[src/rtl/tick_timer_pkg.sv]
package tick_timer_pkg;

    localparam int ADDR_W = 12;
    localparam logic [ADDR_W-1:0] GLOBAL_CTL_ADDR = 12'h000;
    localparam logic [3:0] CH_REGION = 4'h1;
    localparam int FREEZE_BIT = 1;
    localparam int EN_BIT = 0;
    localparam int FLAG_BIT = 0;

    typedef enum logic [3:0] {
        SEL_RELOAD = 4'h0,
        SEL_COUNT  = 4'h4,
        SEL_CTL    = 4'h8,
        SEL_FLAG   = 4'hC
    } chan_sel_e;

    typedef struct packed {
        logic ie;
        logic en;
    } chan_ctl_t;

    typedef struct packed {
        logic       hit;
        logic [3:0] idx;
        logic [3:0] sel;
    } chan_dec_t;

    function automatic chan_dec_t decode_chan(input logic [ADDR_W-1:0] a, input int unsigned n);
        chan_dec_t d;
        d.idx = a[7:4];
        d.sel = a[3:0];
        d.hit = (a[11:8] == CH_REGION) && (32'(a[7:4]) < n);
        return d;
    endfunction

endpackage

[src/rtl/tick_channel.sv]
module tick_channel
    import tick_timer_pkg::*;
#(
    parameter int DATA_W = 32
) (
    input  logic              clk,
    input  logic              rst,
    input  logic              halt,
    input  logic              wr_reload,
    input  logic              wr_ctl,
    input  logic              wr_flag,
    input  logic [DATA_W-1:0] wdata,
    output logic [DATA_W-1:0] reload_q,
    output logic [DATA_W-1:0] count_q,
    output chan_ctl_t         ctl_q,
    output logic              flag_q,
    output logic              irq
);

    logic restart_q;
    logic step;
    logic expire;

    assign step   = ctl_q.en && !halt && !restart_q;
    assign expire = step && (count_q == '0);
    assign irq    = flag_q && ctl_q.ie;

    always_ff @(posedge clk) begin
        if (rst) begin
            reload_q  <= '0;
            count_q   <= '0;
            ctl_q     <= '0;
            flag_q    <= 1'b0;
            restart_q <= 1'b0;
        end else begin
            if (wr_reload) reload_q <= wdata;
            if (wr_ctl) ctl_q <= chan_ctl_t'(wdata[1:0]);
            restart_q <= wr_ctl && wdata[EN_BIT] && (restart_q || !ctl_q.en);
            if (restart_q || expire) count_q <= reload_q;
            else if (step) count_q <= count_q - DATA_W'(1);
            if (expire) flag_q <= 1'b1;
            else if (wr_flag && wdata[FLAG_BIT]) flag_q <= 1'b0;
        end
    end

    p_restart_load_r3: assert property (@(posedge clk) disable iff (rst)
        restart_q |=> count_q == $past(reload_q));

    p_decrement_r4: assert property (@(posedge clk) disable iff (rst)
        (step && count_q != '0) |=> count_q == $past(count_q) - DATA_W'(1));

    p_wrap_sets_flag_r4: assert property (@(posedge clk) disable iff (rst)
        expire |=> (count_q == $past(reload_q)) && flag_q);

    p_freeze_holds_r5: assert property (@(posedge clk) disable iff (rst)
        (halt && !restart_q) |=> $stable(count_q));

    p_stopped_holds_r6: assert property (@(posedge clk) disable iff (rst)
        (!ctl_q.en && !restart_q) |=> $stable(count_q));

    p_flag_clear_r8: assert property (@(posedge clk) disable iff (rst)
        (wr_flag && wdata[FLAG_BIT] && !expire) |=> !flag_q);

endmodule

[src/rtl/tick_readback.sv]
module tick_readback
    import tick_timer_pkg::*;
#(
    parameter int NUM_CH = 4,
    parameter int DATA_W = 32
) (
    input  logic                           rd,
    input  logic [ADDR_W-1:0]              addr,
    input  logic                           freeze,
    input  logic [NUM_CH-1:0][DATA_W-1:0]  reloads,
    input  logic [NUM_CH-1:0][DATA_W-1:0]  counts,
    input  chan_ctl_t [NUM_CH-1:0]         ctls,
    input  logic [NUM_CH-1:0]              flags,
    output logic [DATA_W-1:0]              rdata
);

    chan_dec_t dec;
    assign dec = decode_chan(addr, NUM_CH);

    always_comb begin
        rdata = '0;
        if (rd) begin
            if (addr == GLOBAL_CTL_ADDR) begin
                rdata[FREEZE_BIT] = freeze;
            end else if (dec.hit) begin
                for (int i = 0; i < NUM_CH; i++) begin
                    if (dec.idx == 4'(i)) begin
                        case (dec.sel)
                            SEL_RELOAD: rdata = reloads[i];
                            SEL_COUNT:  rdata = counts[i];
                            SEL_CTL:    rdata[1:0] = ctls[i];
                            SEL_FLAG:   rdata[FLAG_BIT] = flags[i];
                            default:    rdata = '0;
                        endcase
                    end
                end
            end
        end
    end

endmodule

[src/rtl/tick_timer_top.sv]
module tick_timer_top
    import tick_timer_pkg::*;
#(
    parameter int NUM_CH = 4,
    parameter int DATA_W = 32
) (
    input  logic              clk,
    input  logic              rst,
    input  logic [11:0]       bus_addr,
    input  logic [31:0]       bus_wdata,
    input  logic              bus_wr,
    input  logic              bus_rd,
    output logic [31:0]       bus_rdata,
    output logic [NUM_CH-1:0] irq
);

    logic                          freeze_q;
    chan_dec_t                     dec;
    logic [NUM_CH-1:0][DATA_W-1:0] reloads;
    logic [NUM_CH-1:0][DATA_W-1:0] counts;
    chan_ctl_t [NUM_CH-1:0]        ctls;
    logic [NUM_CH-1:0]             flags;

    assign dec = decode_chan(bus_addr, NUM_CH);

    always_ff @(posedge clk) begin
        if (rst) freeze_q <= 1'b1;
        else if (bus_wr && bus_addr == GLOBAL_CTL_ADDR) freeze_q <= bus_wdata[FREEZE_BIT];
    end

    p_freeze_reset_r1: assert property (@(posedge clk)
        $past(rst) |-> freeze_q);

    for (genvar g = 0; g < NUM_CH; g++) begin : g_ch
        logic hit_me;
        assign hit_me = bus_wr && dec.hit && (dec.idx == 4'(g));

        tick_channel #(.DATA_W(DATA_W)) u_ch (
            .clk       (clk),
            .rst       (rst),
            .halt      (freeze_q),
            .wr_reload (hit_me && dec.sel == SEL_RELOAD),
            .wr_ctl    (hit_me && dec.sel == SEL_CTL),
            .wr_flag   (hit_me && dec.sel == SEL_FLAG),
            .wdata     (bus_wdata[DATA_W-1:0]),
            .reload_q  (reloads[g]),
            .count_q   (counts[g]),
            .ctl_q     (ctls[g]),
            .flag_q    (flags[g]),
            .irq       (irq[g])
        );
    end

    logic [DATA_W-1:0] rd_val;

    tick_readback #(.NUM_CH(NUM_CH), .DATA_W(DATA_W)) u_rb (
        .rd      (bus_rd),
        .addr    (bus_addr),
        .freeze  (freeze_q),
        .reloads (reloads),
        .counts  (counts),
        .ctls    (ctls),
        .flags   (flags),
        .rdata   (rd_val)
    );

    assign bus_rdata = 32'(rd_val);

endmodule

[config.mk]
export PLATFORM = sky130hd
export DESIGN_NAME = tick_timer_top
export DESIGN_NICKNAME = d
export VERILOG_FILES = /design/src/rtl/tick_timer_pkg.sv /design/src/rtl/tick_channel.sv /design/src/rtl/tick_readback.sv /design/src/rtl/tick_timer_top.sv
export SDC_FILE = /design/constraint.sdc
export NUM_CORES = 1
export LEC_CHECK = 0
export ABC_AREA = 1
export BUFFER_PORTS_ARGS = -buffer_cell sky130_fd_sc_hd__buf_2
export CAP_MARGIN = 10
export CORE_MARGIN = 3
export CORE_UTILIZATION = 30
export DETAILED_ROUTE_END_ITERATION = 12
export GPL_TIMING_DRIVEN = 0
export HOLD_SLACK_MARGIN = 0.15
export PLACE_DENSITY_LB_ADDON = 0.12
export SLEW_MARGIN = 20
export SYNTH_ARGS = -nofsm -noshare
export SYNTH_HDL_FRONTEND = slang
export SYNTH_SLANG_ARGS = --single-unit
[constraint.sdc]
create_clock -name clk -period 2.6 [get_ports clk]
set_clock_uncertainty 0.1 [all_clocks]
set_input_delay 0.13 -clock clk [delete_from_list [all_inputs] [get_ports clk]]
set_output_delay 0.13 -clock clk [all_outputs]
set_load 0.02 [all_outputs]
# After elaboration in Yosys (flattened, before gate mapping)
# Index checks and enable logic that the tools add are counted.
# Widths: inputs -> output; s select.
[totals] in_bits=48 reg_bits=273 output_inout_bits=36 word_cells=157
[op_classes] add_sub_neg=4 eq_ne=7 n_reduce_logical=80 muxes=40 n_lt_le_gt_ge=1
[ops] op="$mux 32" n=17
[ops] op="$pmux 30 s3" n=3
[ops] op="$logic_not 32->1" n=4
[ops] op="$sub 32x1->32 const B" n=4
[ops] op="$pmux 30 s2" n=1
[ops] op="$logic_and 1x1->1" n=47
[ops] op="$mux 30" n=1
[ops] op="$pmux 1 s4" n=7
[ops] op="$reduce_bool 2->1" n=8
[ops] op="$logic_not 12->1" n=1
[ops] op="$mux 1" n=10
[ops] op="$logic_not 1->1" n=9
[ops] op="$eq 4x1->1 const B" n=2
[ops] op="$eq 4x2->1 const B" n=2
[ops] op="$eq 4x4->1 const B" n=2
[ops] op="$logic_not 4->1" n=2
[ops] op="$logic_or 1x1->1" n=8
[ops] op="$eq 4x3->1 const B" n=1
[ops] op="$lt 4x3->1 const B" n=1
[ops] op="$pmux 1 s3" n=1
[ops] op="$reduce_or 2->1" n=1

# Longest topological paths before layout
# Gate-level depths: netlist of run 1.
[logic_depth] ltp_word=15 mapped_depth=13 depth_no_buf=12

# Hierarchy
# Synthesis of run 1 repeated with hierarchy kept, for this count alone.
[unflattened] hier_cells=3187 area_unflattened_um2=18655.4
[by_module_without_submodules] module="tick_channel at g_ch[0].u_ch ..." seq_area_each_um2=1361.3 n_inst=3 area_per_inst_um2=3885.0 cells_each=627
[by_module_without_submodules] module="tick_channel at g_ch[3].u_ch" seq_area_each_um2=1361.3 n_inst=1 area_per_inst_um2=3868.7 cells_each=627
[by_module_without_submodules] module="tick_readback" seq_area_each_um2=0.0 n_inst=1 area_per_inst_um2=2915.3 cells_each=637
[by_module_without_submodules] module="tick_timer_top" seq_area_each_um2=20.0 n_inst=1 area_per_inst_um2=216.5 cells_each=42

# Worst setup path after synthesis of run 1
# Ideal clock, no wire load.
[synth_path] path_type="reg2reg" start="register g_ch[3].u_ch.count_q[0]" end="register g_ch[3].u_ch.count_q[24]" path_buffers=1 arrival_ps=1583 path_slack_ps=789 setup_time_ps=128 stages_incl_launch_ff=13 required_time_ps=2372 period_less_slack_ps=1811 cell_sequence="dfxtp_1 > inv_1 > ha_1 > nand2_2 > inv_2 > nand2_1 > nor2_1 > nand2_4 > nand3_4 > buf_6 > nor2_1 > nor2_1 > nor2_1"
[synth_between] elab_chain_cells=4 word_cells_on_any_way=7 cone_classes="add/sub: 1; mux: 2; reduce/logical: 4"
[synth_lines] element="from (decl)" line_no="tick_channel.sv:14" source="output logic [DATA_W-1:0] count_q,"
[synth_lines] element="from (signal assigned)" line_no="tick_channel.sv:39" source="if (restart_q || expire) count_q <= reload_q;"
[synth_lines] element="from (signal assigned)" line_no="tick_channel.sv:40" source="else if (step) count_q <= count_q - DATA_W'(1);"
[synth_lines] element="branches (longest 4 deep; another with $sub 32x1->32)"
# Parallel ways; which one is timed is not known. The select of a mux whose other input is x is not followed.
# A chain may end at the register's enable or synchronous reset.

# Final worst setup path of run 1
[layout_path] start="input bus_addr[0]" end="output bus_rdata[5]"
[layout_between] elab_chain_cells=15 word_cells_on_any_way=20 cone_classes="eq/ne: 3; mux: 14; reduce/logical: 3"
[layout_lines] element="from (decl)" line_no="tick_timer_top.sv:9" source="input logic [11:0] bus_addr,"
[layout_lines] element="$eq 4x3->1 / $logic_not 4->1 (equally long branches)" line_no="tick_readback.sv:28" source="case (dec.sel)"
[layout_lines] element="$pmux 30 s2" line_no="tick_readback.sv:28"
[layout_lines] element="$mux 32" line_no="tick_readback.sv:27" source="if (dec.idx == 4'(i)) begin"
[layout_lines] element="$mux 32" line_no="tick_readback.sv:25" source="end else if (dec.hit) begin"
[layout_lines] element="$mux 32" line_no="tick_readback.sv:23" source="if (addr == GLOBAL_CTL_ADDR) begin"
[layout_lines] element="$mux 32" line_no="tick_readback.sv:22" source="if (rd) begin"
[layout_lines] element="$pmux 30 s3" line_no="tick_readback.sv:28"
[layout_lines] element="$mux 32" line_no="tick_readback.sv:27"
[layout_lines] element="$pmux 30 s3" line_no="tick_readback.sv:28"
[layout_lines] element="$mux 32" line_no="tick_readback.sv:27"
[layout_lines] element="$pmux 30 s3" line_no="tick_readback.sv:28"
[layout_lines] element="$mux 32" line_no="tick_readback.sv:27"
[layout_lines] element="$mux 32" line_no="tick_readback.sv:25"
[layout_lines] element="$mux 30 (*)" line_no="tick_readback.sv:23"
[layout_lines] element="$mux 32 (*)" line_no="tick_readback.sv:22"
[layout_lines] element="to (decl)" line_no="tick_timer_top.sv:13" source="output logic [31:0] bus_rdata,"
# Every way passes the cells marked *; elsewhere a longest branch is shown, timed or not. The select of a mux whose other input is x is not followed.

==> results_tabular.tex, run 1 <==
\begin{tabular}{lr}
\hline
Metric & Value \\
\hline
\multicolumn{2}{l}{\textbf{Run status}} \\
\quad Result of the run & finished with violations \\
\quad Failing checks & setup timing \\
\multicolumn{2}{l}{\textbf{Synthesis}} \\
\quad Most common cell in the netlist & sky130\_fd\_sc\_hd\_\_nand2\_1 \\
\quad Synth Area per Inst & a little over 6 um2 \\
\quad Most instantiated flip-flop cell in the synthesis netlist & sky130\_fd\_sc\_hd\_\_dfxtp\_1 \\
\quad Cell Area, Synth & about 18000 um2 \\
\quad Share of the synthesized area in the top cell type & a little under a third \\
\quad Leading post-synthesis cells by cell area & sky130\_fd\_sc\_hd\_\_dfxtp\_1, sky130\_fd\_sc\_hd\_\_nand2\_1, sky130\_fd\_sc\_hd\_\_nor2\_1, sky130\_fd\_sc\_hd\_\_inv\_1, sky130\_fd\_sc\_hd\_\_nand3\_1 \\
\quad Syn Nets & 3031 \\
\quad Top post-synthesis cells by count & sky130\_fd\_sc\_hd\_\_nand2\_1, sky130\_fd\_sc\_hd\_\_nor2\_1, sky130\_fd\_sc\_hd\_\_inv\_1 \\
\quad Sequential element share of the synthesized area & 30.3\% \\
\quad Yosys top cell by area & sky130\_fd\_sc\_hd\_\_dfxtp\_1 \\
\quad Number of warning messages in the yosys log & 0 \\
\quad Synth cell types & 45 \\
\quad Number of synthesized register bits & about 270 \\
\quad Number of enable-type register cells in the synthesized netlist & 0 \\
\quad Gate Count Post-Synth & about 3000 \\
\quad Ys async rst share & 0\% \\
\multicolumn{2}{l}{\textbf{CTS}} \\
\quad Clk sink count & approximately 270 \\
\quad Buffer cell driving the clock tree root & sky130\_fd\_sc\_hd\_\_clkbuf\_16 \\
\quad CTS tree & built \\
\quad Maximum count of clock buffers along a single path & 3 \\
\quad Latest clock arrival within the worst-skew pair & $\sim$570 ps \\
\quad Number of buffers added by the clock tree synthesis step & 36 \\
\quad Post-CTS clock slew at the launch and capture registers of the worst setup and hold paths & about 60 ps \\
\quad CTS H-tree depth & 2 \\
\multicolumn{2}{l}{\textbf{Place}} \\
\quad Half-perimeter wire length after detailed placement & just over 70000 um \\
\quad Routability-driven placement congestion ratio & approximately 1.0 \\
\quad Number of buffers inserted by port buffering & between 80 and 90 \\
\quad Dpl ws & -457 ps \\
\quad Cell Count Post-Placement & between 3000 and 4000 \\
\multicolumn{2}{l}{\textbf{Timing}} \\
\quad Measured slew at the worst slew-check pin & about 1200 ps \\
\quad Fin. Hold Viols & 0 \\
\quad Final max-slew violation count & 0 \\
\quad Fin crit period & between 2000 and 3000 ps \\
\quad Highest attainable clock frequency & 379 MHz \\
\quad Worst relative slew slack & between 20\% and 30\% \\
\quad Setup violation total in the final timing report & 6 \\
\quad RSZ-0062 raised after global routing & true \\
\quad Final cycle utilization of the critical path & 101\% \\
\quad Setup slack after layout & -35.7 ps \\
\multicolumn{2}{l}{\textbf{Route}} \\
\quad Total DRC errors in the routed layout & 0 \\
\quad Via count & roughly 21000 \\
\quad Number of DRC markers after the initial detailed-route iteration & around 1900 \\
\quad Routed wire per std cell & roughly 23 um \\
\quad Drt via density & 5.30 \\
\quad Total wirelength of the detailed-routed design & between 80000 and 90000 um \\
\quad DR pass1 iterations & 7 \\
\quad Remaining number of nets flagged by the antenna check after routing & 0 \\
\multicolumn{2}{l}{\textbf{Pwr}} \\
\quad Post-layout total power & around 10 mW \\
\quad Power per cell area & around 480 nW/um2 \\
\quad Leakage power total & 10.3 nW \\
\quad Max VDD drop & between 300 and 400 uV \\
\multicolumn{2}{l}{\textbf{Worst setup path}} \\
\quad Most Frequent Cell on Critical Path & sky130\_fd\_sc\_hd\_\_buf\_2 \\
\quad CP Data Arrival Time & 2410 ps \\
\quad Crit path capture type & output pin \\
\quad Series of cell instances along the critical path & buf\_2, nor2\_4, nand3\_4, clkbuf\_4, buf\_2, o22ai\_1, nand2\_1, nand3\_1, o21ai\_1, nor2\_1, buf\_2 \\
\quad Setup CP Type & primary input to output pin \\
\quad FF-to-FF path depth & 12 \\
\quad Delay of the slowest critical-path stage & between 400 and 500 ps \\
\quad Data required time of the worst path & approximately 2400 ps \\
\quad Maximum fanout along the worst path & 10 \\
\quad CP Launch Type & primary input \\
\quad Master of the slowest instance on the critical path & sky130\_fd\_sc\_hd\_\_o22ai\_1 \\
\multicolumn{2}{l}{\textbf{Floorplanning}} \\
\quad Chip width & 251 um \\
\quad Number of ports placed on the die boundary & between 80 and 90 \\
\quad Starting density of the core & 30.4\% \\
\quad Floorplan row count & 89 \\
\quad Core Box Area & just under 60000 um2 \\
\quad Die Footprint & approximately 63000 um2 \\
\quad Die Ht & 251 um \\
\multicolumn{2}{l}{\textbf{Global routing}} \\
\quad Pin count of the biggest net entering global routing & 13 \\
\quad Remaining global-route overflow & 0 \\
\quad Antenna violations before repair & 1 \\
\quad Via count of the first global-routing pass & just under 20000 \\
\quad First-pass GRT wire length & 130000 um \\
\quad GRT Resource Usage Total & between 20 and 30\% \\
\multicolumn{2}{l}{\textbf{Job}} \\
\quad Max-cap viol count & 0 \\
\multicolumn{2}{l}{\textbf{Finish}} \\
\quad Net count reported at finish & between 3000 and 4000 \\
\quad Number of fillers in the final layout & 6674 \\
\quad Number of standard cells in the layout, taps in and fillers out & 3938 \\
\quad Fraction of layout cells with a size suffix above 1 & 9.93\% \\
\quad Core occupancy in the finished layout & approximately 36\% \\
\quad Post-synthesis to final-layout area growth & 17.6\% \\
\multicolumn{2}{l}{\textbf{Worst hold path}} \\
\quad Type of the worst min-delay path & primary input to flop \\
\quad Hold Path Stages & 7 \\
\hline
\end{tabular}
[cells in the final DEF, fill, tap and decap left out, types with 7 or more instances in the layout]
cell type	count
sky130_fd_sc_hd__nand3_1	231
sky130_fd_sc_hd__nand3_2	11
sky130_fd_sc_hd__nand3_4	9
sky130_fd_sc_hd__clkbuf_1	75
sky130_fd_sc_hd__buf_4	7
sky130_fd_sc_hd__o22ai_2	7
sky130_fd_sc_hd__nand4_1	61
sky130_fd_sc_hd__xor2_1	41
sky130_fd_sc_hd__nand2_1	706
sky130_fd_sc_hd__nor2_1	505
sky130_fd_sc_hd__inv_2	11
sky130_fd_sc_hd__nor2_4	7
sky130_fd_sc_hd__o21ai_1	122
sky130_fd_sc_hd__nand2_2	8
sky130_fd_sc_hd__a21oi_1	183
sky130_fd_sc_hd__o21ai_0	81
sky130_fd_sc_hd__buf_6	43
sky130_fd_sc_hd__clkbuf_16	37
sky130_fd_sc_hd__clkbuf_8	12
sky130_fd_sc_hd__nor3_1	18
sky130_fd_sc_hd__a221oi_1	27
sky130_fd_sc_hd__xnor2_1	9
sky130_fd_sc_hd__inv_1	378
sky130_fd_sc_hd__nor2_2	16
sky130_fd_sc_hd__o22ai_1	77
sky130_fd_sc_hd__dfxtp_1	273
sky130_fd_sc_hd__buf_2	108
sky130_fd_sc_hd__dlygate4sd3_1	38
[through the flow]
stage	TNS, ps	instance area, um2	hold WS (ps)
after floorplan	0	18000	184
after global placement	-6030	19400	304
after detailed placement	-6290	19400	310
after CTS	0	21100	162
after global routing	-62.6	21200	220
final	-109	21200	185
[layout make-up]
class                           count  area [um2]  area share (%)
Antenna cell                        2        5.00          0.0236
Buffer                            153         968            4.57
Clock buffer                       55        1110            5.26
Clock inverter                      8         123           0.579
Inverter                          396        1490            7.03
Multi-Input combinational cell   2157       10300            48.4
Sequential cell                   273        5470            25.8
Tap cell                          773         967            4.57
Timing Repair Buffer              121         798            3.77
[repair_timing]
item	4_1_cts	5_1_grt
setup buffers	0	1
hold buffers	38	0
setup endpoints to repair	32	53
endpoints found under the hold margin	142	0
pin swaps	0	2
gates resized for setup	18	33
[per-layer routing]
metal	global-route usage, %	vias up	wire length, um
li1	-	9920	-
met1	38.2	9869	40000
met2	43.9	917	39600
met3	4.18	157	6940
met4	10.6	0	3330
met5	0	-	0
[worst paths after layout]
check                                  end                startpoint  slack, ps
hold reg to reg   g_ch[2].u_ch.reload_q[6]  g_ch[2].u_ch.reload_q[6]        360
setup / recovery              bus_rdata[5]               bus_addr[0]        -40
setup reg to reg  g_ch[1].u_ch.count_q[27]   g_ch[1].u_ch.count_q[0]        160
hold / removal    g_ch[3].u_ch.reload_q[1]               bus_addr[6]        190
[critical path, delay by kind of cell]
| kind | cells | cell delay [ps] |
|---|---|---|
| simple gates | 5 | 860 |
| buf+inv | 4 | 850 |
| compound gates | 2 | 560 |
[logic make-up after synthesis]
family | Yosys count | synth area share [%]
xor+xnor | 50 | 2.43
flops | 273 | 30.3
compound gates | 512 | 15.7
buf+inv | 549 | 13.6
simple gates | 1591 | 37.7
fa+ha+maj | 4 | 0.278
[sequential cells by signal, indices dropped and copies added, names as in the netlist]
signal and flops:
g_ch.u_ch.count_q 128, g_ch.u_ch.reload_q 128, g_ch.u_ch.ctl_q 8, g_ch.u_ch.flag_q 4
g_ch.u_ch.restart_q 4, freeze_q 1
[where the power goes]
part	internal, mW	switching (mW)
Combinational	0.126	0.404
Clock	3.24	2.13
Sequential	4.18	0.0000921
Total	7.55	2.53
Note: power is estimated with default switching activity, not from simulation.
==> run 2: changes to the inputs <==
--- a/config.mk
+++ b/config.mk
@@ -8,6 +8,8 @@
 export ABC_AREA = 1
 export BUFFER_PORTS_ARGS = -buffer_cell sky130_fd_sc_hd__buf_2
 export CAP_MARGIN = 10
+export CELL_PAD_IN_SITES_DETAIL_PLACEMENT = 0
+export CELL_PAD_IN_SITES_GLOBAL_PLACEMENT = 2
 export CORE_MARGIN = 3
 export CORE_UTILIZATION = 30
 export DETAILED_ROUTE_END_ITERATION = 12
==> constraint.sdc (replaced) <==
create_clock -name clk -period 2.34 [get_ports clk]
set_clock_uncertainty 0.1 [all_clocks]
set_input_delay 0.117 -clock clk [delete_from_list [all_inputs] [get_ports clk]]
set_output_delay 0.117 -clock clk [all_outputs]
set_load 0.02 [all_outputs]
==> results_tabular.tex, run 2 (synthesized netlist as in run 1, its figures left out) <==
\begin{tabular}{lr}
\hline
Metric & Value \\
\hline
\multicolumn{2}{l}{\textbf{Run status}} \\
\quad Result of the run & finished with violations \\
\quad Failing checks & setup timing \\
\multicolumn{2}{l}{\textbf{Timing}} \\
\quad Final cycle utilization of the critical path & 102\% \\
\quad Final max-slew violation count & 0 (unchanged) \\
\quad RSZ-0062 raised after global routing & true \\
\quad Highest attainable clock frequency & roughly 420 MHz \\
\quad Fin crit period & around 2400 ps \\
\quad Worst relative slew slack & 27.0\% (+4.6 points) \\
\quad Setup violation total in the final timing report & 3 (-3) \\
\quad Worst hold slack & 217 ps (+31.8 ps) \\
\quad Sum Neg Setup Slack & -90.8 ps (+18.7 ps) \\
\quad Measured slew at the worst slew-check pin & 1090 ps (-69.6 ps) \\
\quad Setup slack after layout & -52.7 ps (-17.0 ps) \\
\quad Fin. Hold Viols & 0 (unchanged) \\
\multicolumn{2}{l}{\textbf{Floorplanning}} \\
\quad Chip width & 251 um (unchanged) \\
\quad Core Box Area & 59200 um2 (unchanged) \\
\quad Die Footprint & 63000 um2 (unchanged) \\
\quad Number of ports placed on the die boundary & 84 (unchanged) \\
\quad Die Ht & 251 um (unchanged) \\
\quad Floorplan row count & 89 (unchanged) \\
\quad Starting density of the core & 30.4\% (unchanged) \\
\multicolumn{2}{l}{\textbf{Global routing}} \\
\quad Via count of the first global-routing pass & 19200 (-1.8\%) \\
\quad Remaining global-route overflow & 0 (unchanged) \\
\quad Pin count of the biggest net entering global routing & 12 (-1) \\
\quad Antenna violations before repair & 2 (+1) \\
\quad GRT Resource Usage Total & 29.3\% (+1.5 points) \\
\quad First-pass GRT wire length & 135000 um (+3.8\%) \\
\multicolumn{2}{l}{\textbf{Pwr}} \\
\quad Cell internal pwr & 8.67 mW (+15\%) \\
\quad Leakage power total & 10.5 nW (+1.6\%) \\
\quad Switching portion of total power & 25.2\% (+0.11 points) \\
\quad Post-layout total power & 11.6 mW (+15\%) \\
\quad Max VDD drop & 388 uV (+12\%) \\
\quad Sequential share of power & 40.1\% (-1.4 points) \\
\quad Combinational power share & 5.3\% (about the same) \\
\quad Switching pwr & 2.93 mW (+16\%) \\
\quad Clk pwr share & 54.6\% (+1.3 points) \\
\quad Power per cell area & 532 nW/um2 (+12\%) \\
\multicolumn{2}{l}{\textbf{Place}} \\
\quad Half-perimeter wire length after detailed placement & 74500 um (+4.7\%) \\
\quad Post-detailed-placement cell area & 19400 um2 (unchanged) \\
\quad Cell Count Post-Placement & 3834 (unchanged) \\
\quad Number of buffers inserted by port buffering & 82 (unchanged) \\
\quad Routability-driven placement congestion ratio & 1.10 (+4.5\%) \\
\multicolumn{2}{l}{\textbf{Finish}} \\
\quad Commonest cells after routing, fill and taps aside & sky130\_fd\_sc\_hd\_\_nand2\_1, sky130\_fd\_sc\_hd\_\_nor2\_1, sky130\_fd\_sc\_hd\_\_inv\_1 \\
\quad Largest registers ranked by flip-flop count & g\_ch.u\_ch.count\_q (128), g\_ch.u\_ch.reload\_q (128), g\_ch.u\_ch.ctl\_q (8) \\
\quad Number of fillers in the final layout & 6678 (+0.060\%) \\
\quad Most frequent standard cell in the layout excluding fill and tap cells & sky130\_fd\_sc\_hd\_\_nand2\_1 \\
\quad Post-synthesis to final-layout area growth & 21.0\% \\
\quad Layout Cell Area excl Fill & 21800 um2 (+3.0\%) \\
\quad Net count reported at finish & 3200 (+0.31\%) \\
\quad Antenna diodes & 0 (-2) \\
\quad Fraction of layout cells with a size suffix above 1 & 13.5\% (+3.5 points) \\
\quad Combined area of the multi-input logic cells & 10600 um2 (+3.6\%) \\
\quad Number of standard cells in the layout, taps in and fillers out & 3949 (+0.28\%) \\
\quad Area used by sequential logic in the layout & 5500 um2 (+0.62\%) \\
\multicolumn{2}{l}{\textbf{Worst setup path}} \\
\quad CP Data Arrival Time & 2180 ps (-230 ps) \\
\quad CP Launch Type & primary input \\
\quad Setup CP Type & primary input to output pin \\
\quad Maximum fanout along the worst path & 10 (unchanged) \\
\quad Crit path capture type & output pin \\
\quad Data required time of the worst path & 2120 ps (-250 ps) \\
\multicolumn{2}{l}{\textbf{CTS}} \\
\quad CTS tree & built \\
\quad Post-CTS clock slew at the launch and capture registers of the worst setup and hold paths & 50 ps (about the same) \\
\quad Maximum count of clock buffers along a single path & 3 (unchanged) \\
\quad Buffer cell driving the clock tree root & sky130\_fd\_sc\_hd\_\_clkbuf\_16 \\
\quad Number of buffers added by the clock tree synthesis step & 38 (+5.6\%) \\
\quad Latest clock arrival within the worst-skew pair & 570 ps (about the same) \\
\quad CTS H-tree depth & 2 (unchanged) \\
\quad Clk sink count & 273 (unchanged) \\
\multicolumn{2}{l}{\textbf{Route}} \\
\quad Total wirelength of the detailed-routed design & 94900 um (+5.6\%) \\
\quad Via count & 20500 (-1.8\%) \\
\quad Number of DRC markers after the initial detailed-route iteration & 1804 (-7.0\%) \\
\quad DR pass1 iterations & 5 (-2) \\
\quad Routed wire per std cell & 24.0 um (+5.3\%) \\
\quad Total DRC errors in the routed layout & 0 (unchanged) \\
\quad Drt via density & 5.19 (-2.1\%) \\
\quad Remaining number of nets flagged by the antenna check after routing & 0 (unchanged) \\
\multicolumn{2}{l}{\textbf{Worst hold path}} \\
\quad Type of the worst min-delay path & primary input to flop \\
\multicolumn{2}{l}{\textbf{Job}} \\
\quad Max-cap viol count & 0 (unchanged) \\
\hline
\end{tabular}
-- run 2: worst paths after layout --
| check | start | to | slack (ps) | cells after the start |
|---|---|---|---|---|
| hold / removal | bus_addr[5] | g_ch[2].u_ch.ctl_q[1] | 220 | 5 |
| setup reg to reg | freeze_q | g_ch[0].u_ch.count_q[19] | 130 | 10 |
| setup / recovery | bus_addr[1] | bus_rdata[13] | -50 | 10 |
| hold reg to reg | g_ch[3].u_ch.reload_q[10] | g_ch[3].u_ch.reload_q[10] | 360 | 2 |
-- run 2: power by group through the flow --
| stage | Sequential (mW) | Clock [mW] | Combinational (mW) |
|---|---|---|---|
| CTS | 4.65 | 6.43 | 0.586 |
| finish | 4.65 | 6.34 | 0.613 |
| global route | 4.65 | 6.60 | 0.629 |
| detailed placement | 4.75 | 0 | 0.516 |
| floorplan | 4.75 | 0 | 0.201 |
| global placement | 4.75 | 0 | 0.517 |
-- run 2: layer usage --
layer	vias to the layer above	share of wire, %	GRT usage, %
li1	9946	-	-
met1	9659	46	41.4
met2	733	42	44.0
met3	152	6.2	4.15
met4	0	5.2	13.6
met5	-	0	0
-- run 2: critical path: stages --
cell	delay, ps
sky130_fd_sc_hd__buf_2	120
sky130_fd_sc_hd__nor2_4	210
sky130_fd_sc_hd__nand3_4	160
sky130_fd_sc_hd__clkbuf_2	360
sky130_fd_sc_hd__o22ai_2	290
sky130_fd_sc_hd__nand2_1	170
sky130_fd_sc_hd__nand3_1	170
sky130_fd_sc_hd__o21ai_1	140
sky130_fd_sc_hd__nor2_2	220
sky130_fd_sc_hd__buf_2	200
-- run 2: through the flow --
stage               worst slack (ps)  util, %
floorplan                        529        -
global placement                -905     32.7
detailed placement              -898     32.7
CTS                            -45.8     36.4
global route                   -35.7     36.8
finish                         -52.7     36.8
-- run 2: layout make-up --
| cell class | count | share of cell area (%) |
|---|---|---|
| inverters | 396 | 6.85 |
| plain buffers | 153 | 4.62 |
| flip-flops and latches | 273 | 25.2 |
| repair buffers | 129 | 4.08 |
| well taps | 773 | 4.43 |
| clock inverters | 10 | 0.729 |
| multi-input cells | 2157 | 48.7 |
| clock buffers | 58 | 5.35 |
-- run 2: timing repair --
action	CTS	global route
hold buffers	44	0
pin swaps	6	6
setup endpoints to repair	67	142
buffers inserted	2	1
resized for setup	122	69
hold endpoints to repair	142	0
==> run 3: changes to the inputs <==
--- a/config.mk
+++ b/config.mk
@@ -15,7 +15,7 @@
 export DETAILED_ROUTE_END_ITERATION = 12
 export GPL_TIMING_DRIVEN = 0
 export HOLD_SLACK_MARGIN = 0.15
-export PLACE_DENSITY_LB_ADDON = 0.12
+export PLACE_DENSITY = 0.74
 export SLEW_MARGIN = 20
 export SYNTH_ARGS = -nofsm -noshare
 export SYNTH_HDL_FRONTEND = slang
==> results_tabular.tex, run 3 (synthesized netlist as in run 1, its figures left out) <==
\begin{tabular}{lr}
\hline
Metric & Value \\
\hline
\multicolumn{2}{l}{\textbf{Pwr}} \\
\quad Max VDD drop & 399 uV (+2.9\%) \\
\quad Leakage power total & 10.4 nW (-0.61\%) \\
\quad Power per cell area & 503 nW/um2 (-5.4\%) \\
\quad Post-layout total power & 10.9 mW (-6.2\%) \\
\multicolumn{2}{l}{\textbf{Worst setup path}} \\
\quad Setup CP Type & primary input to output pin \\
\quad Master of the slowest instance on the critical path & sky130\_fd\_sc\_hd\_\_nor2\_4 \\
\quad Series of cell instances along the critical path & buf\_2, nor2\_4, nand3\_2, clkinv\_2, buf\_2, nand2\_1, nand3\_1, o21ai\_0, nor2\_1, buf\_2 \\
\quad Maximum fanout along the worst path & 10 (unchanged) \\
\quad Most Frequent Cell on Critical Path & sky130\_fd\_sc\_hd\_\_buf\_2 \\
\quad Crit path capture type & output pin \\
\quad Delay of the slowest critical-path stage & 300 ps (-60 ps) \\
\quad CP Data Arrival Time & 2160 ps (-20 ps) \\
\quad Data required time of the worst path & 2120 ps (about the same) \\
\quad CP Launch Type & primary input \\
\multicolumn{2}{l}{\textbf{Worst hold path}} \\
\quad Type of the worst min-delay path & primary input to flop \\
\multicolumn{2}{l}{\textbf{Timing}} \\
\quad Measured slew at the worst slew-check pin & 1060 ps (-30.2 ps) \\
\quad Worst hold slack & 174 ps (-43.2 ps) \\
\quad Setup slack after layout & -32.0 ps (+20.7 ps) \\
\quad RSZ-0062 raised after global routing & true \\
\quad Fin crit period & 2370 ps (-20.7 ps) \\
\quad Setup violation total in the final timing report & 1 (-2) \\
\quad Final max-slew violation count & 0 (unchanged) \\
\quad Final cycle utilization of the critical path & 101\% (-0.88 points) \\
\quad Worst relative slew slack & 29.0\% (+2.0 points) \\
\quad Highest attainable clock frequency & 422 MHz (+0.87\%) \\
\quad Fin. Hold Viols & 0 (unchanged) \\
\multicolumn{2}{l}{\textbf{Global routing}} \\
\quad M1 GR Usage & 40.1\% (-1.2 points) \\
\quad Pin count of the biggest net entering global routing & 12 (unchanged) \\
\quad Via count of the first global-routing pass & 18900 (-1.7\%) \\
\quad First-pass GRT wire length & 132000 um (-2.2\%) \\
\quad GRT Resource Usage Total & 28.4\% (-0.84 points) \\
\quad Remaining global-route overflow & 0 (unchanged) \\
\quad Antenna violations before repair & 1 (-1) \\
\quad Busiest layer in global routing & met2 \\
\quad GR Util met2 & 43.1\% (-0.92 points) \\
\quad Met3 track demand over resource in global routing & 3.78\% (-0.37 points) \\
\multicolumn{2}{l}{\textbf{CTS}} \\
\quad CTS H-tree depth & 2 (unchanged) \\
\quad Clk sink count & 273 (unchanged) \\
\quad Post-CTS clock slew at the launch and capture registers of the worst setup and hold paths & 60 ps (about the same) \\
\quad Number of buffers added by the clock tree synthesis step & 37 (-2.6\%) \\
\quad Latest clock arrival within the worst-skew pair & 550 ps (-20 ps) \\
\quad CTS tree & built \\
\quad Buffer cell driving the clock tree root & sky130\_fd\_sc\_hd\_\_clkbuf\_16 \\
\quad Maximum count of clock buffers along a single path & 3 (unchanged) \\
\multicolumn{2}{l}{\textbf{Finish}} \\
\quad Post-synthesis to final-layout area growth & 19.9\% \\
\quad Core occupancy in the finished layout & 36.5\% (-0.34 points) \\
\quad Most frequent standard cell in the layout excluding fill and tap cells & sky130\_fd\_sc\_hd\_\_nand2\_1 \\
\quad Antenna diodes & 0 (unchanged) \\
\quad Number of fillers in the final layout & 6621 (-0.85\%) \\
\quad Fraction of layout cells with a size suffix above 1 & 13.3\% (-0.18 points) \\
\quad Net count reported at finish & 3196 (-0.13\%) \\
\quad Commonest cells after routing, fill and taps aside & sky130\_fd\_sc\_hd\_\_nand2\_1, sky130\_fd\_sc\_hd\_\_nor2\_1, sky130\_fd\_sc\_hd\_\_inv\_1 \\
\quad Largest registers ranked by flip-flop count & g\_ch.u\_ch.count\_q (128), g\_ch.u\_ch.reload\_q (128), g\_ch.u\_ch.ctl\_q (8) \\
\multicolumn{2}{l}{\textbf{Floorplanning}} \\
\quad Chip width & 251 um (unchanged) \\
\quad Starting density of the core & 30.4\% (unchanged) \\
\quad Floorplan row count & 89 (unchanged) \\
\quad Die Ht & 251 um (unchanged) \\
\quad Die Footprint & 63000 um2 (unchanged) \\
\quad Number of ports placed on the die boundary & 84 (unchanged) \\
\quad Core Box Area & 59200 um2 (unchanged) \\
\multicolumn{2}{l}{\textbf{Route}} \\
\quad Total wirelength of the detailed-routed design & 92100 um (-2.9\%) \\
\quad Remaining number of nets flagged by the antenna check after routing & 0 (unchanged) \\
\quad Drt via density & 5.16 (-0.49\%) \\
\quad Via count & 20300 (-0.71\%) \\
\quad DR pass1 iterations & 5 (unchanged) \\
\quad Number of DRC markers after the initial detailed-route iteration & 1832 (+1.6\%) \\
\quad Total DRC errors in the routed layout & 0 (unchanged) \\
\quad Routed wire per std cell & 23.4 um (-2.7\%) \\
\multicolumn{2}{l}{\textbf{Run status}} \\
\quad Failing checks & setup timing \\
\quad Result of the run & finished with violations \\
\multicolumn{2}{l}{\textbf{Place}} \\
\quad Number of buffers inserted by port buffering & 82 (unchanged) \\
\quad Half-perimeter wire length after detailed placement & 73100 um (-2.0\%) \\
\quad Routability-driven placement congestion ratio & 1.15 (+5.0\%) \\
\multicolumn{2}{l}{\textbf{Job}} \\
\quad Max-cap viol count & 0 (unchanged) \\
\hline
\end{tabular}
[run 3: power breakdown]
| part | internal, mW | total [mW] | switching, mW |
|---|---|---|---|
| Combinational | 0.152 | 0.607 | 0.455 |
| Clock | 3.29 | 5.62 | 2.33 |
| Sequential | 4.65 | 4.65 | 0.000113 |
| Total | 8.08 | 10.9 | 2.79 |
[run 3: worst paths after layout]
path                         startpoint                  endpoint  slack (ps)  cells past startpoint
setup / recovery            bus_addr[7]             bus_rdata[20]         -30                     10
hold / removal              bus_addr[5]    g_ch[2].u_ch.restart_q         170                      5
setup reg to reg               freeze_q  g_ch[3].u_ch.count_q[25]         100                      9
hold reg to reg   g_ch[2].u_ch.ctl_q[1]     g_ch[2].u_ch.ctl_q[1]         370                      2
[run 3: critical path: cells and delay by family]
family,cells,cell delay (ps)
buffers and inverters,4,800
AO/OA/AOI/OAI,1,170
AND/OR/NAND/NOR,5,1060
[run 3: what timing repair did]
action                                  in CTS  in global routing
pin swaps                                    9                 12
hold endpoints to repair                   142                  0
hold buffers                                39                  0
gates cloned                                 0                  0
resized for setup                          114                 74
buffers inserted                             3                  2
endpoints found under the setup margin      93                112
[run 3: metrics by stage]
step	setup slack (ps)	TNS, ps	area (um2)	cells
CTS	2.37	0	21300	3938
finish	-32.0	-32.0	21600	3940
global route	-47.0	-241	21600	3940
detailed placement	-851	-16590	19400	3834
floorplan	529	0	18000	2979
global placement	-899	-17340	19400	3834
[run 3: area by class of cell]
| type | count | area [um2] | share of cell area, % |
|---|---|---|---|
| sequential | 273 | 5500 | 25.4 |
| inverter | 396 | 1500 | 6.94 |
| timing repair buffer | 126 | 868 | 4.02 |
| clock buffer | 51 | 1070 | 4.94 |
| buffer | 153 | 1010 | 4.67 |
| multi-input combinational | 2157 | 10600 | 49.1 |
| clock inverter | 11 | 87.6 | 0.405 |
| tap | 773 | 967 | 4.48 |
[run 3: layer usage]
| metal | vias up | wire length [um] |
|---|---|---|
| li1 | 9911 | - |
| met1 | 9627 | 43100 |
| met2 | 661 | 39300 |
| met3 | 143 | 5120 |
| met4 | 2 | 4630 |
| met5 | - | 6 |
